$ cat config.mk
export PLATFORM = sky130hd
export DESIGN_NAME = dual_issue_gate
export DESIGN_NICKNAME = d
export VERILOG_FILES = /design/src/rtl/issue_pkg.sv /design/src/rtl/reg_scoreboard.sv /design/src/rtl/op_decode.sv /design/src/rtl/pair_select.sv /design/src/rtl/dual_issue_gate.sv
export SDC_FILE = /design/constraint.sdc
export NUM_CORES = 1
export LEC_CHECK = 0
export BUFFER_PORTS_ARGS = -buffer_cell sky130_fd_sc_hd__buf_2
export CAP_MARGIN = 20
export CORE_MARGIN = 2
export CORE_UTILIZATION = 47
export DETAILED_ROUTE_END_ITERATION = 16
export GPL_ROUTABILITY_DRIVEN = 0
export PLACE_DENSITY_LB_ADDON = 0.12
export SLEW_MARGIN = 10
export SYNTH_ARGS = -nofsm -noshare
export SYNTH_HDL_FRONTEND = slang
export SYNTH_SLANG_ARGS = --single-unit
$ cat constraint.sdc
create_clock -name clk -period 5.8 [get_ports clk]
set_input_delay 1.16 -clock clk [delete_from_list [all_inputs] [get_ports clk]]
set_output_delay 1.16 -clock clk [all_outputs]
set_load 0.05 [all_outputs]
$ cat src/rtl/issue_pkg.sv
// Shared types and helpers for the dual-issue gate.
// Assumes a 3-bit op code and equal-size integer and FP register files.
package issue_pkg;
    parameter int REG_AW = 5;
    parameter int TAG_W  = 8;
    localparam int NREG  = 1 << REG_AW;

    typedef enum logic [2:0] {
        OP_IALU = 3'd0,
        OP_BR   = 3'd1,
        OP_ILD  = 3'd2,
        OP_FLD  = 3'd3,
        OP_FST  = 3'd4,
        OP_FADD = 3'd5,
        OP_RS6  = 3'd6,
        OP_RS7  = 3'd7
    } op_e;

    typedef struct packed {
        op_e               op;
        logic [REG_AW-1:0] dst;
        logic [REG_AW-1:0] sa;
        logic [REG_AW-1:0] sb;
        logic [TAG_W-1:0]  tag;
    } instr_t;

    localparam int REC_W = $bits(instr_t);

    // Operand use of one op: which register reads and writes it performs.
    typedef struct packed {
        logic rd_ia;
        logic rd_ib;
        logic rd_fa;
        logic rd_fb;
        logic wr_i;
        logic wr_f;
        logic fp_pipe;
    } needs_t;

    // Map an op code to the operands it touches and the pipe it uses.
    function automatic needs_t decode(op_e op);
        needs_t n;
        n = '0;
        case (op)
            OP_IALU: begin n.rd_ia = 1'b1; n.rd_ib = 1'b1; n.wr_i = 1'b1; end
            OP_BR:   begin n.rd_ia = 1'b1; n.rd_ib = 1'b1; end
            OP_ILD:  begin n.rd_ia = 1'b1; n.wr_i = 1'b1; end
            OP_FLD:  begin n.rd_ia = 1'b1; n.wr_f = 1'b1; end
            OP_FST:  begin n.rd_ia = 1'b1; n.rd_fb = 1'b1; end
            OP_FADD: begin n.rd_fa = 1'b1; n.rd_fb = 1'b1; n.wr_f = 1'b1; n.fp_pipe = 1'b1; end
            default: n = '0;
        endcase
        return n;
    endfunction

    // True when the instruction reads FP register r.
    function automatic logic reads_fp(instr_t i, logic [REG_AW-1:0] r);
        needs_t n;
        n = decode(i.op);
        return (n.rd_fa && i.sa == r) || (n.rd_fb && i.sb == r);
    endfunction

    // True when the instruction reads integer register r.
    function automatic logic reads_int(instr_t i, logic [REG_AW-1:0] r);
        needs_t n;
        n = decode(i.op);
        return (n.rd_ia && i.sa == r) || (n.rd_ib && i.sb == r);
    endfunction
endpackage

$ cat src/rtl/reg_scoreboard.sv
// Countdown scoreboard for one register file.
// Each register holds the cycles left before its pending result can be read;
// zero means ready. Two set ports per cycle; port b (younger) wins a clash.
// Assumes set values fit in CW bits.
module reg_scoreboard #(
    parameter int NREG = 32,
    parameter int CW   = 2
) (
    input  logic                    clk,
    input  logic                    rst_n,
    input  logic                    wa_en,
    input  logic [$clog2(NREG)-1:0] wa_idx,
    input  logic [CW-1:0]           wa_cnt,
    input  logic                    wb_en,
    input  logic [$clog2(NREG)-1:0] wb_idx,
    input  logic [CW-1:0]           wb_cnt,
    output logic [NREG-1:0]         busy
);
    localparam int AW = $clog2(NREG);

    logic [CW-1:0] cnt [NREG];

    for (genvar g = 0; g < NREG; g++) begin : g_reg
        // Load on issue, otherwise count down towards ready.
        always_ff @(posedge clk) begin
            if (!rst_n)
                cnt[g] <= '0;
            else if (wb_en && wb_idx == AW'(g))
                cnt[g] <= wb_cnt;
            else if (wa_en && wa_idx == AW'(g))
                cnt[g] <= wa_cnt;
            else if (cnt[g] != '0)
                cnt[g] <= cnt[g] - 1'b1;
        end

        // A register is busy while its count is nonzero.
        assign busy[g] = (cnt[g] != '0);
    end
endmodule

$ cat src/rtl/op_decode.sv
// Decodes one queue entry and tests its operands against both scoreboards.
// clear is high when no source it reads and no destination it writes is busy.
module op_decode #(
    parameter int NREG = 32
) (
    input  issue_pkg::op_e             op,
    input  logic [$clog2(NREG)-1:0]    dst,
    input  logic [$clog2(NREG)-1:0]    sa,
    input  logic [$clog2(NREG)-1:0]    sb,
    input  logic [NREG-1:0]            busy_i,
    input  logic [NREG-1:0]            busy_f,
    output issue_pkg::needs_t          nd,
    output logic                       clear
);
    import issue_pkg::*;

    // Operand use and scoreboard readiness for this entry.
    always_comb begin
        nd    = decode(op);
        clear = !(nd.rd_ia && busy_i[sa]) &&
                !(nd.rd_ib && busy_i[sb]) &&
                !(nd.rd_fa && busy_f[sa]) &&
                !(nd.rd_fb && busy_f[sb]) &&
                !(nd.wr_i  && busy_i[dst]) &&
                !(nd.wr_f  && busy_f[dst]);
    end
endmodule

$ cat src/rtl/pair_select.sv
// Issue decision for the two oldest entries.
// slot0 goes when present and clear. slot1 goes only with slot0, on the other
// pipe, clear, and with no read-after-write or same-destination clash
// against slot0. Nothing issues while reset is low.
module pair_select #(
    parameter int AW = 5
) (
    input  logic              rst_n,
    input  logic              v0,
    input  logic              v1,
    input  logic              clear0,
    input  logic              clear1,
    input  logic              fp0,
    input  logic              wr_i0,
    input  logic              wr_f0,
    input  logic [AW-1:0]     dst0,
    input  issue_pkg::needs_t nd1,
    input  logic [AW-1:0]     sa1,
    input  logic [AW-1:0]     sb1,
    input  logic [AW-1:0]     dst1,
    output logic              go0,
    output logic              go1
);
    logic raw;
    logic waw;

    // Hazards inside the packet, then the two issue decisions.
    always_comb begin
        raw = (wr_f0 && ((nd1.rd_fa && sa1 == dst0) || (nd1.rd_fb && sb1 == dst0))) ||
              (wr_i0 && ((nd1.rd_ia && sa1 == dst0) || (nd1.rd_ib && sb1 == dst0)));
        waw = (dst1 == dst0) && ((wr_i0 && nd1.wr_i) || (wr_f0 && nd1.wr_f));
        go0 = rst_n && v0 && clear0;
        go1 = go0 && v1 && clear1 && (fp0 != nd1.fp_pipe) && !raw && !waw;
    end
endmodule

$ cat src/rtl/dual_issue_gate.sv
// Dual-issue in-order gate: picks 0, 1 or 2 of the two oldest entries,
// routes them to the integer and FP pipes and tracks result latencies.
// Assumes the queue pops exactly issue_cnt entries each cycle.
module dual_issue_gate
    import issue_pkg::*;
#(
    parameter int LAT_INT  = 1,
    parameter int LAT_LOAD = 2,
    parameter int LAT_FP   = 3
) (
    input  logic             clk,
    input  logic             rst_n,
    input  logic             slot0_valid,
    input  logic [REC_W-1:0] slot0_rec,
    output logic             slot0_ready,
    input  logic             slot1_valid,
    input  logic [REC_W-1:0] slot1_rec,
    output logic             slot1_ready,
    output logic [1:0]       issue_cnt,
    output logic             int_valid,
    output logic [REC_W-1:0] int_rec,
    output logic             fp_valid,
    output logic [REC_W-1:0] fp_rec
);
    localparam int MAX_LAT = (LAT_FP > LAT_LOAD) ?
                             ((LAT_FP > LAT_INT) ? LAT_FP : LAT_INT) :
                             ((LAT_LOAD > LAT_INT) ? LAT_LOAD : LAT_INT);
    localparam int CW = $clog2(MAX_LAT + 1);

    instr_t            rec [2];
    needs_t            nd  [2];
    logic              clr [2];
    logic [NREG-1:0]   busy_i;
    logic [NREG-1:0]   busy_f;
    logic              go0;
    logic              go1;

    // Count loaded into the scoreboard when an op issues.
    function automatic logic [CW-1:0] hold_of(op_e op);
        case (op)
            OP_ILD, OP_FLD: return CW'(LAT_LOAD - 1);
            OP_FADD:        return CW'(LAT_FP - 1);
            default:        return CW'(LAT_INT - 1);
        endcase
    endfunction

    assign rec[0] = instr_t'(slot0_rec);
    assign rec[1] = instr_t'(slot1_rec);

    for (genvar s = 0; s < 2; s++) begin : g_slot
        op_decode #(.NREG(NREG)) u_dec (
            .op     (rec[s].op),
            .dst    (rec[s].dst),
            .sa     (rec[s].sa),
            .sb     (rec[s].sb),
            .busy_i (busy_i),
            .busy_f (busy_f),
            .nd     (nd[s]),
            .clear  (clr[s])
        );
    end

    pair_select #(.AW(REG_AW)) u_sel (
        .rst_n  (rst_n),
        .v0     (slot0_valid),
        .v1     (slot1_valid),
        .clear0 (clr[0]),
        .clear1 (clr[1]),
        .fp0    (nd[0].fp_pipe),
        .wr_i0  (nd[0].wr_i),
        .wr_f0  (nd[0].wr_f),
        .dst0   (rec[0].dst),
        .nd1    (nd[1]),
        .sa1    (rec[1].sa),
        .sb1    (rec[1].sb),
        .dst1   (rec[1].dst),
        .go0    (go0),
        .go1    (go1)
    );

    reg_scoreboard #(.NREG(NREG), .CW(CW)) u_sb_int (
        .clk    (clk),
        .rst_n  (rst_n),
        .wa_en  (go0 && nd[0].wr_i),
        .wa_idx (rec[0].dst),
        .wa_cnt (hold_of(rec[0].op)),
        .wb_en  (go1 && nd[1].wr_i),
        .wb_idx (rec[1].dst),
        .wb_cnt (hold_of(rec[1].op)),
        .busy   (busy_i)
    );

    reg_scoreboard #(.NREG(NREG), .CW(CW)) u_sb_fp (
        .clk    (clk),
        .rst_n  (rst_n),
        .wa_en  (go0 && nd[0].wr_f),
        .wa_idx (rec[0].dst),
        .wa_cnt (hold_of(rec[0].op)),
        .wb_en  (go1 && nd[1].wr_f),
        .wb_idx (rec[1].dst),
        .wb_cnt (hold_of(rec[1].op)),
        .busy   (busy_f)
    );

    // Pop count, handshakes and steering of issued records to the pipes.
    always_comb begin
        slot0_ready = go0;
        slot1_ready = go1;
        issue_cnt   = {go0 && go1, go0 ^ go1};
        int_valid   = (go0 && !nd[0].fp_pipe) || (go1 && !nd[1].fp_pipe);
        fp_valid    = (go0 && nd[0].fp_pipe) || (go1 && nd[1].fp_pipe);
        int_rec     = (go0 && !nd[0].fp_pipe) ? slot0_rec : slot1_rec;
        fp_rec      = (go0 && nd[0].fp_pipe) ? slot0_rec : slot1_rec;
    end
endmodule

After elaboration in Yosys (flattened, before gate mapping). Memory sizes are Yosys's and may differ from the RTL's. Index checks and enable logic that the tools add are counted.

Register bits after elaboration: 0. RAM bits: 128. Input port bits: 56. Output and inout port bits: 58. Word-level logic and storage cells: 1619. Memories: 2.

Add/sub/neg operators: 64. $lt $le $gt $ge: 6. Equal/unequal tests: 76. Multiplexer cells: 1001. Bitwise gates (word level): 193. Reduce and logical (&&, ||, !) cells: 277.

Memories: u_sb_fp.cnt (words 32, width 2, rd ports 32, clocked after Yosys merged registers in 0, wr ports 32, line reg_scoreboard.sv:21) `logic [CW-1:0] cnt [NREG];`; u_sb_int.cnt (words 32, width 2, rd ports 32, clocked after Yosys merged registers in 0, wr ports 32, line reg_scoreboard.sv:21).

Operators by type and width (count): 1-bit two-way mux (793); 2-bit two-way mux (192); 1-bit OR (192); 1-bit logical AND (175); 5-bit equality test, second input constant (32); 2-bit nonzero test (64); 2-bit by 1-bit subtractor with 2-bit output, second input constant (64); 5-bit by 4-bit equality test with 1-bit output, second input constant (16); 1-bit binary-select mux with 5-bit select (12); 26-bit two-way mux (2); 5-bit by 3-bit equality test with 1-bit output, second input constant (8); 5-bit by 6-bit < comparator with 1-bit output, second input constant (6); 5-bit by 2-bit equality test with 1-bit output, second input constant (4); 2-bit OR reduction (10); 1-bit zero test (16); 5-bit equality test (3); 3-bit by 2-bit equality test with 1-bit output, second input constant (4); 3-bit equality test, second input constant (4); 5-bit by 1-bit equality test with 1-bit output, second input constant (2); 5-bit zero test (2); 5-bit OR reduction (2); 2-bit one-hot mux with 2 select lines (2); 3-bit by 1-bit equality test with 1-bit output, second input constant (2); 3-bit zero test (2); other kinds (3) (8).

Logic depth before layout (Yosys ltp). Gate-level depths: netlist (run 1).

Depth in word-level cells: 24. Gate-level depth with buffers: 13. Gate-level depth less buffers: 11.

By module. A second synthesis (run 1) with hierarchy kept.

Cell total of the unflattened synthesis: 1540. Area total of the unflattened synthesis: 15811.4 um2.

Modules (own cells, without submodules): reg_scoreboard (u_sb_fp) (times used 1, cells an instance 586, area each 5644.2 um2, seq. area each 1921.8 um2); reg_scoreboard (u_sb_int) (times used 1, cells an instance 587, area each 5602.9 um2, seq. area each 1921.8 um2); op_decode (times used 2, cells an instance 131, area each 1739.2 um2, seq. area each 0.0 um2); dual_issue_gate (times used 1, cells an instance 74, area each 850.8 um2, seq. area each 0.0 um2); pair_select (times used 1, cells an instance 31, area each 235.2 um2, seq. area each 0.0 um2).

Worst setup path before layout (run 1). Ideal clock, no wire load.

Path type: input -> output. Start: input port slot0_rec[18]. End: output port int_valid. Arrival: 4.778 ns. Path slack: -0.138 ns. Stages on the path: 10. Path buffers: 2. Cell sequence: buf_6 > buf_12 > mux4_2 > mux2i_1 > o2111ai_1 > o21ai_1 > or4_4 > nor2_1 > nand2_1 > o21ai_0.

Cells in the longest elaborated chain, start to end: 14.

RTL lines: start: declaration (line dual_issue_gate.sv:14) `input logic [REC_W-1:0] slot0_rec,`; 1-bit binary-select mux with 5-bit select (line op_decode.sv:24) `!(nd.wr_i && busy_i[dst]) &&`; 1-bit two-way mux (implied by the code) (line op_decode.sv:24); 1-bit logical AND (line op_decode.sv:24); 1-bit zero test (line op_decode.sv:24); 1-bit logical AND (line op_decode.sv:23) `!(nd.rd_fb && busy_f[sb]) &&`; 1-bit logical AND * (line op_decode.sv:24); 1-bit logical AND * (line pair_select.sv:32) `go0 = rst_n && v0 && clear0;`; named net slot0_ready (line dual_issue_gate.sv:15) `output logic slot0_ready,`; 1-bit logical AND (5 in series) (line pair_select.sv:33) `go1 = go0 && v1 && clear1 && (fp0 != nd1.fp_pipe) && !raw && !waw;`; 1-bit logical AND (line dual_issue_gate.sv:110) `int_valid = (go0 && !nd[0].fp_pipe) || (go1 && !nd[1].fp_pipe);`; 1-bit logical OR * (line dual_issue_gate.sv:110); end: declaration (line dual_issue_gate.sv:20) `output logic int_valid,`.

Mark *: on every way through the listed nets, which the timed path passes. The rest lies on a longest branch. The select of a mux whose other input is x is not followed.

Worst setup path after layout (run 1).
Start: input port slot0_rec[19]. End: output port int_rec[11].

Cells in the longest elaborated chain, start to end: 9.

RTL lines: 1-bit binary-select mux with 5-bit select (line op_decode.sv:24); 1-bit two-way mux (implied by the code) (line op_decode.sv:24); 1-bit logical AND (line op_decode.sv:24); 1-bit zero test (line op_decode.sv:24); 1-bit logical AND (line op_decode.sv:23); 1-bit logical AND * (line op_decode.sv:24); 1-bit logical AND * (line pair_select.sv:32); 1-bit logical AND * (line dual_issue_gate.sv:112) `int_rec = (go0 && !nd[0].fp_pipe) ? slot0_rec : slot1_rec;`; 26-bit two-way mux * (line dual_issue_gate.sv:112); end: declaration (line dual_issue_gate.sv:21) `output logic [REC_W-1:0] int_rec,`.

Mark *: on every way between the ends. The rest lies on a longest branch, timed or not. The select of a mux whose other input is x is not followed.

==> results of run 1 <==
registers in the layout, summed over array words and instances, names as in the netlist:
signal        flops
u_sb_fp.cnt      64
u_sb_int.cnt     64
path summary, 6_finish.rpt:
kind                                                       to  slack (ns)  depth (start not counted)
worst max-delay path                              int_rec[11]        0.30                         11
worst max register to register  u_sb_int.cnt[0][24]$_DFFE_PP_        1.25                         13
worst min-delay path            u_sb_int.cnt[1][24]$_DFFE_PP_        0.61                          1
worst min register to register  u_sb_int.cnt[1][24]$_DFFE_PP_        0.61                          1
metal layers:
layer	up-vias	part of all wire [%]	wire length, um
met5	-	0.015	9
met4	2	6.9	4134
met3	275	16	9284
met2	1256	41	24480
met1	6842	37	21950
li1	6127	-	-
worst reg2reg max path, stage by stage (launching register included):
cell and delay (ns):
edfxtp_1 0.34, inv_1 0.05, ha_1 0.30, buf_4 0.23, mux4_2 0.49, a221o_1 0.32, o2bb2ai_2 0.53, or4_4 0.25
buf_4 0.31, buf_4 0.57, nor3_2 0.10, buf_4 0.29, and2_1 0.21, a311o_1 0.31
where the power goes:
part	total, mW	leakage (nW)	internal (mW)	switching (mW)
Clock	1.10	0.270	0.602	0.500
Combinational	4.13	4.53	1.65	2.48
Sequential	1.72	1.40	1.57	0.148
layout make-up:
class / instances / area [sq um]
fillers: 2807 / 13840
multi-input cells: 1220 / 9200
clock inverters: 15 / 150.1
repair buffers: 185 / 1166
clock buffers: 17 / 425.4
inverters: 141 / 529.3
well taps: 390 / 488.0
flip-flops and latches: 128 / 3844
per-stage QoR:
stage / instances / hold WS (ns) / setup WS [ns] / power (mW) / util [%]
after floorplan: 1614 / 0.5830 / 0.02848 / 4.486 / -
after global placement: 2063 / 0.6075 / 0.4360 / 5.608 / 51.33
after detailed placement: 2063 / 0.6085 / 0.4018 / 5.681 / 51.33
after CTS: 2095 / 0.6196 / 0.3996 / 6.788 / 53.27
after global routing: 2096 / 0.6318 / 0.2238 / 7.281 / 53.32
final: 2096 / 0.6124 / 0.2954 / 6.954 / 53.32
layout by cell type, fill, tap and decap left out, drive strengths merged, types with 10 or more instances in the layout:
master    n
mux4     70
nor3     30
ha       65
edfxtp  128
a31oi    40
nand3    36
a21oi    37
nand2   210
xor2     10
o32a     30
mux2     53
o32ai    28
a22oi    11
a31o     26
nand2b   78
inv     148
mux2i    62
o211a    34
o21ai   135
nor2    143
nor2b    22
clkbuf   17
buf     185
logic make-up after synthesis:
family	share of synthesized area (%)
and+or+nand+nor	18.83
AOI/OAI and AO/OA	19.20
buffers and inverters	8.217
muxes	19.79
DFF	27.11
adders and majority gates	5.737
xor gates and xnor gates	1.112
==> impl_metrics.json, run 1 <==
{
  "grt_use_total_pct": 38.02,
  "clockBufferDepth": 2,
  "hp-class": "reg2reg",
  "grt_use_met3_pct": 13.45,
  "required_ns": 4.64,
  "crit_fanout": 27,
  "vias": 14502,
  "cp_num_buf_inv": 4,
  "syn_avg_cell_area_sq_um": 8.783,
  "die_area_sq_mm": 0.03157,
  "post_cts_buffers": 0,
  "maxCapViolations": 0,
  "clkSinkCount": 128,
  "post-route-drc-count": 0,
  "hpwl_um": 42320,
  "clockRootBuffer": "clkbuf_16",
  "placed_area_sq_mm": 0.01521,
  "period_needed_ns": 5.505,
  "htree_num_levels": 4,
  "path_clk_slew_ns": 0.06,
  "path_class": "in2out",
  "powerDensity_mw_per_mm2": 440.0,
  "ys_seq_area_share_pct": 27.11,
  "synthesis.nets": 1735,
  "synth_largest_area_cell": "edfxtp_1",
  "ys_warn_count": 0,
  "synth_cells": 1614,
  "viasPerCell": 6.919,
  "setup_tns_ns": 0,
  "synth_area_sq_mm": 0.01418,
  "cp_common_cell": "buf_2",
  "start_util_pct": 47.83,
  "antennaDiodeCount": 0,
  "synth_ff_type": "edfxtp_1",
  "critPathLaunch": "slot0_rec[19]",
  "grt_max_degree": 66,
  "crit_family": "buffers and inverters",
  "dr.pass1.iters": 8,
  "slew_violations": 0,
  "row_count": 63,
  "irDropWorstVdd_mv": 0.2401,
  "synth_cell_types": 77,
  "crit_arrival_ns": 4.34,
  "drive_gt1_share_pct": 21.98,
  "grt_pass1_wl_um": 87510,
  "clock_skew_ns": 0.01247,
  "postCtsHoldBufs": 0,
  "async_reset_ff_share_pct": 0,
  "postRouteAntennaNets": 0,
  "hold_viol_final": 0,
  "outcome": "completed",
  "met2_usage_pct": 53.67,
  "slew_headroom_pct": 15.80,
  "cts_tree": "built",
  "routed_wl_um": 59860,
  "antenna_found_initial": 1,
  "finalNetCount": 1814,
  "synth_edf_count": 128,
  "tightest_slew_ns": 1.263,
  "crit_path_start_kind": "primary input",
  "fin_area_sq_mm": 0.01580,
  "p_leak_nw": 6.198,
  "first_iter_violations": 2354,
  "grt_pass1_vias": 13593,
  "clock_latency_ns": 0.45,
  "overflow": 0,
  "critical_path.cell_chain": "buf_2 > buf_4 > mux4_2 > mux2i_1 > nor2_1 > o2bb2ai_2 > nor2_4 > nand2_2 > buf_12 > mux2_2 > buf_2",
  "synth.most_common_cell": "nand2_1",
  "min_period_over_period_pct": 94.91,
  "synth_common_cells": "nand2_1, nor2_1, inv_1",
  "hp-start": "u_sb_int.cnt[1][24]$_DFFE_PP_",
  "r2r_start": "u_sb_int.cnt[0][12]$_DFFE_PP_",
  "die_w_um": 177.7,
  "synth_top_area_share_pct": 27.11,
  "post_cts_resized": 0,
  "slowest_delay_ns": 0.55,
  "critPathCaptureType": "output pin",
  "dieHeight_um": 177.7,
  "cts_made_buffers": 17,
  "portBuffers": 113,
  "pin_count": 114,
  "use_met1_pct": 49.29,
  "setup_violations": 0,
  "wl_per_cell_um": 28.56,
  "critPathSlowestCell": "o2bb2ai_2",
  "rsz0062_at_grt": "false",
  "synth-seq-cells": 128,
  "synth_area_leaders": "edfxtp_1, mux4_2, ha_1, nand2_1, mux2i_1",
  "core_sq_mm": 0.02964,
  "busiest_layer": "met2",
  "fmaxAchievable_mhz": 181.7,
  "areaGrowthSynthToFinish_pct": 11.47
}
Note: power is estimated with default switching activity, not from simulation.
==> run 2, diff against run 1 <==
Settings changed: ABC_AREA set to 1, CTS_CLUSTER_SIZE set to 8.
==> impl_metrics.json, run 2 <==
{
  "outcome": "completed",
  "core_sq_mm": 0.03164,
  "synth_largest_area_cell": "edfxtp_1",
  "clockRootBuffer": "clkbuf_16",
  "required_ns": 4.64,
  "postRouteAntennaNets": 0,
  "areaGrowthSynthToFinish_pct": 8.072,
  "crit_fanout": 18,
  "reg2regPathDepth": 18,
  "largestRegisters": "u_sb_fp.cnt: 64 flops, u_sb_int.cnt: 64 flops",
  "hold_viol_final": 0,
  "routed_wl_um": 56550,
  "tightest_slew_ns": 0.8770,
  "ys_seq_area_share_pct": 25.43,
  "path_class": "in2out",
  "viasPerCell": 5.919,
  "slew_violations": 0,
  "rsz0062_at_grt": "false",
  "clock_latency_ns": 0.45,
  "clockBufferDepth": 2,
  "crit_family": "simple AND/OR/NAND/NOR gates",
  "dr.pass1.iters": 6,
  "cp_common_cell": "nor2_1",
  "post_cts_buffers": 0,
  "min_period_over_period_pct": 92.99,
  "portBuffers": 113,
  "htree_num_levels": 4,
  "synthesis.nets": 2667,
  "async_reset_ff_share_pct": 0,
  "critPathCaptureType": "output pin",
  "synth-seq-cells": 128,
  "path_clk_slew_ns": 0.06,
  "final_cell_mix": "nand2_1, nand3_1, inv_1",
  "synth_cell_types": 35,
  "synth_top_area_share_pct": 25.43,
  "grt_use_total_pct": 33.71,
  "fmaxAchievable_mhz": 185.4,
  "finalNetCount": 2680,
  "maxCapViolations": 0,
  "r2r_start": "u_sb_int.cnt[0][0]$_DFFE_PP_",
  "pin_count": 114,
  "final_common_cell": "nand2_1",
  "critical_path.cell_chain": "buf_2 > inv_1 > nor2_1 > a21oi_1 > nand2_1 > nand2_1 > nand2_1 > nor2_1 > nor2_1 > nor2_1 > nor2_1 > nand2_1 > nor2_8 > ha_1 > buf_2",
  "wl_per_cell_um": 19.01,
  "dr.max_layer_used": "met4",
  "ff2ff_setup_slack_ns": 1.88,
  "met3_length_um": 6526,
  "slew_headroom_pct": 41.08,
  "dieHeight_um": 183.3,
  "grt_pass1_wl_um": 88110,
  "row_count": 65,
  "grt_max_degree": 91,
  "clkSinkCount": 128,
  "cp_num_buf_inv": 3,
  "reg2reg_to": "u_sb_int.cnt[0][11]$_DFFE_PP_",
  "synth_common_cells": "nand2_1, nand3_1, inv_1",
  "cts_tree": "built",
  "crit_arrival_ns": 4.23,
  "p_leak_nw": 8.129,
  "clock_skew_ns": 0.01077,
  "synth_area_sq_mm": 0.01511,
  "setup_violations": 0,
  "first_iter_violations": 2438,
  "synth_cells": 2546,
  "irDropWorstVdd_mv": 0.2266,
  "post-route-drc-count": 0,
  "overflow": 0,
  "fin_util_pct": 51.63,
  "synth_edf_count": 128,
  "synth_area_leaders": "edfxtp_1, nand2_1, nand3_1, inv_1, nand4_1",
  "min_to": "u_sb_int.cnt[0][0]$_DFFE_PP_",
  "die_w_um": 183.3,
  "synth_ff_type": "edfxtp_1",
  "vias": 17610,
  "wl_met2_um": 24300,
  "critPathLaunch": "slot1_rec[19]",
  "ys_warn_count": 0,
  "whs_path_depth": 3,
  "setup_tns_ns": 0,
  "fillCellCount": 3290,
  "start_util_pct": 47.77,
  "syn_avg_cell_area_sq_um": 5.936,
  "critPathSlowestCell": "nor2_1",
  "hp-class": "reg2reg",
  "synth.most_common_cell": "nand2_1",
  "grt_pass1_vias": 16020,
  "powerDensity_mw_per_mm2": 407.4,
  "drive_gt1_share_pct": 8.320,
  "antenna_found_initial": 1,
  "crit_path_start_kind": "primary input",
  "cts_made_buffers": 17,
  "period_needed_ns": 5.394,
  "post_cts_resized": 0,
  "drt-met1-wl_um": 22960,
  "die_area_sq_mm": 0.03361,
  "hpwl_um": 40200,
  "hp-start": "u_sb_int.cnt[0][0]$_DFFE_PP_",
  "postCtsHoldBufs": 0,
  "slowest_delay_ns": 0.61
}
-- run 2: changes by cell type in the layout (fill, tap and decap cells not counted), sizes merged, moves of 64 or more --
cell | previous run | this run
nand3 | 36 | 418
mux4 | 70 | 0
nand4 | 9 | 160
o21ai | 135 | 71
nand2 | 210 | 831
nand2b | 78 | 0
inv | 148 | 399
-- run 2: layer usage --
layer  up-vias  track usage [%]
met5         -                0
met4         0            17.73
met3       190            5.957
met2      1146            52.27
met1      7913            44.88
li1       8361                -
-- run 2: cell families (layout without fill, tap and decap cells) --
family          Yosys count  after routing  share of synthesized area, %
compound gates          141            141                         5.555
xor+xnor                 10             10                        0.5795
fa+ha+maj                65             65                         5.381
buf+inv                 569            595                         15.21
flops                   128            128                         25.43
other cells               0              1                             0
simple gates           1633           1633                         47.84
-- run 2: layout make-up --
| cell class | count | area, sq um | area share, % |
|---|---|---|---|
| clock buffer | 20 | 436.7 | 2.674 |
| multi-input combinational | 1849 | 8991 | 55.05 |
| antenna | 1 | 2.502 | 0.01532 |
| clock inverter | 12 | 118.9 | 0.7277 |
| inverter | 409 | 1539 | 9.422 |
| timing repair buffer | 154 | 898.4 | 5.500 |
| tap | 402 | 503.0 | 3.080 |
| sequential | 128 | 3844 | 23.53 |
-- run 2: worst max-delay path by stage --
stage | slack, ns | cells past startpoint | endpoint
floorplan | 0.55 | 17 | int_rec[17]
global placement | 0.52 | 15 | issue_cnt[0]
detailed placement | 0.50 | 15 | issue_cnt[0]
CTS | 0.49 | 15 | issue_cnt[0]
global route | 0.25 | 17 | issue_cnt[0]
finish | 0.41 | 15 | issue_cnt[0]
-- run 2: worst register-to-register path: stages, from the launching register on --
cell and delay, ns:
edfxtp_1 0.38, inv_1 0.07, ha_1 0.42, inv_1 0.20, nand2_1 0.10, nand3_1 0.07
nand3_1 0.08, nand3_1 0.17, nand2_1 0.10, nand2_1 0.05, nand3_1 0.09, nand2_1 0.11
nor2_1 0.18, nand2_4 0.08, buf_4 0.19, nor2_8 0.33, buf_4 0.61, nand3_2 0.21
nand4_1 0.17
-- run 2: per-stage QoR --
| stage | total power [mW] | hold WS (ns) | setup slack [ns] | cells | area [sq um] |
|---|---|---|---|---|---|
| finish | 6.655 | 0.6407 | 0.4064 | 2975 | 16330 |
| global route | 7.179 | 0.6681 | 0.2469 | 2975 | 16330 |
| CTS | 6.552 | 0.6429 | 0.4932 | 2974 | 16330 |
| detailed placement | 5.474 | 0.6271 | 0.5006 | 2942 | 15780 |
| global placement | 5.381 | 0.6257 | 0.5216 | 2942 | 15780 |
| floorplan | 4.351 | 0.6079 | 0.5494 | 2546 | 15110 |
-- run 2: power by group --
| part | switching, mW | internal [mW] |
|---|---|---|
| logic | 2.69 | 1.14 |
| clock network | 0.433 | 0.625 |
| registers | 0.155 | 1.61 |
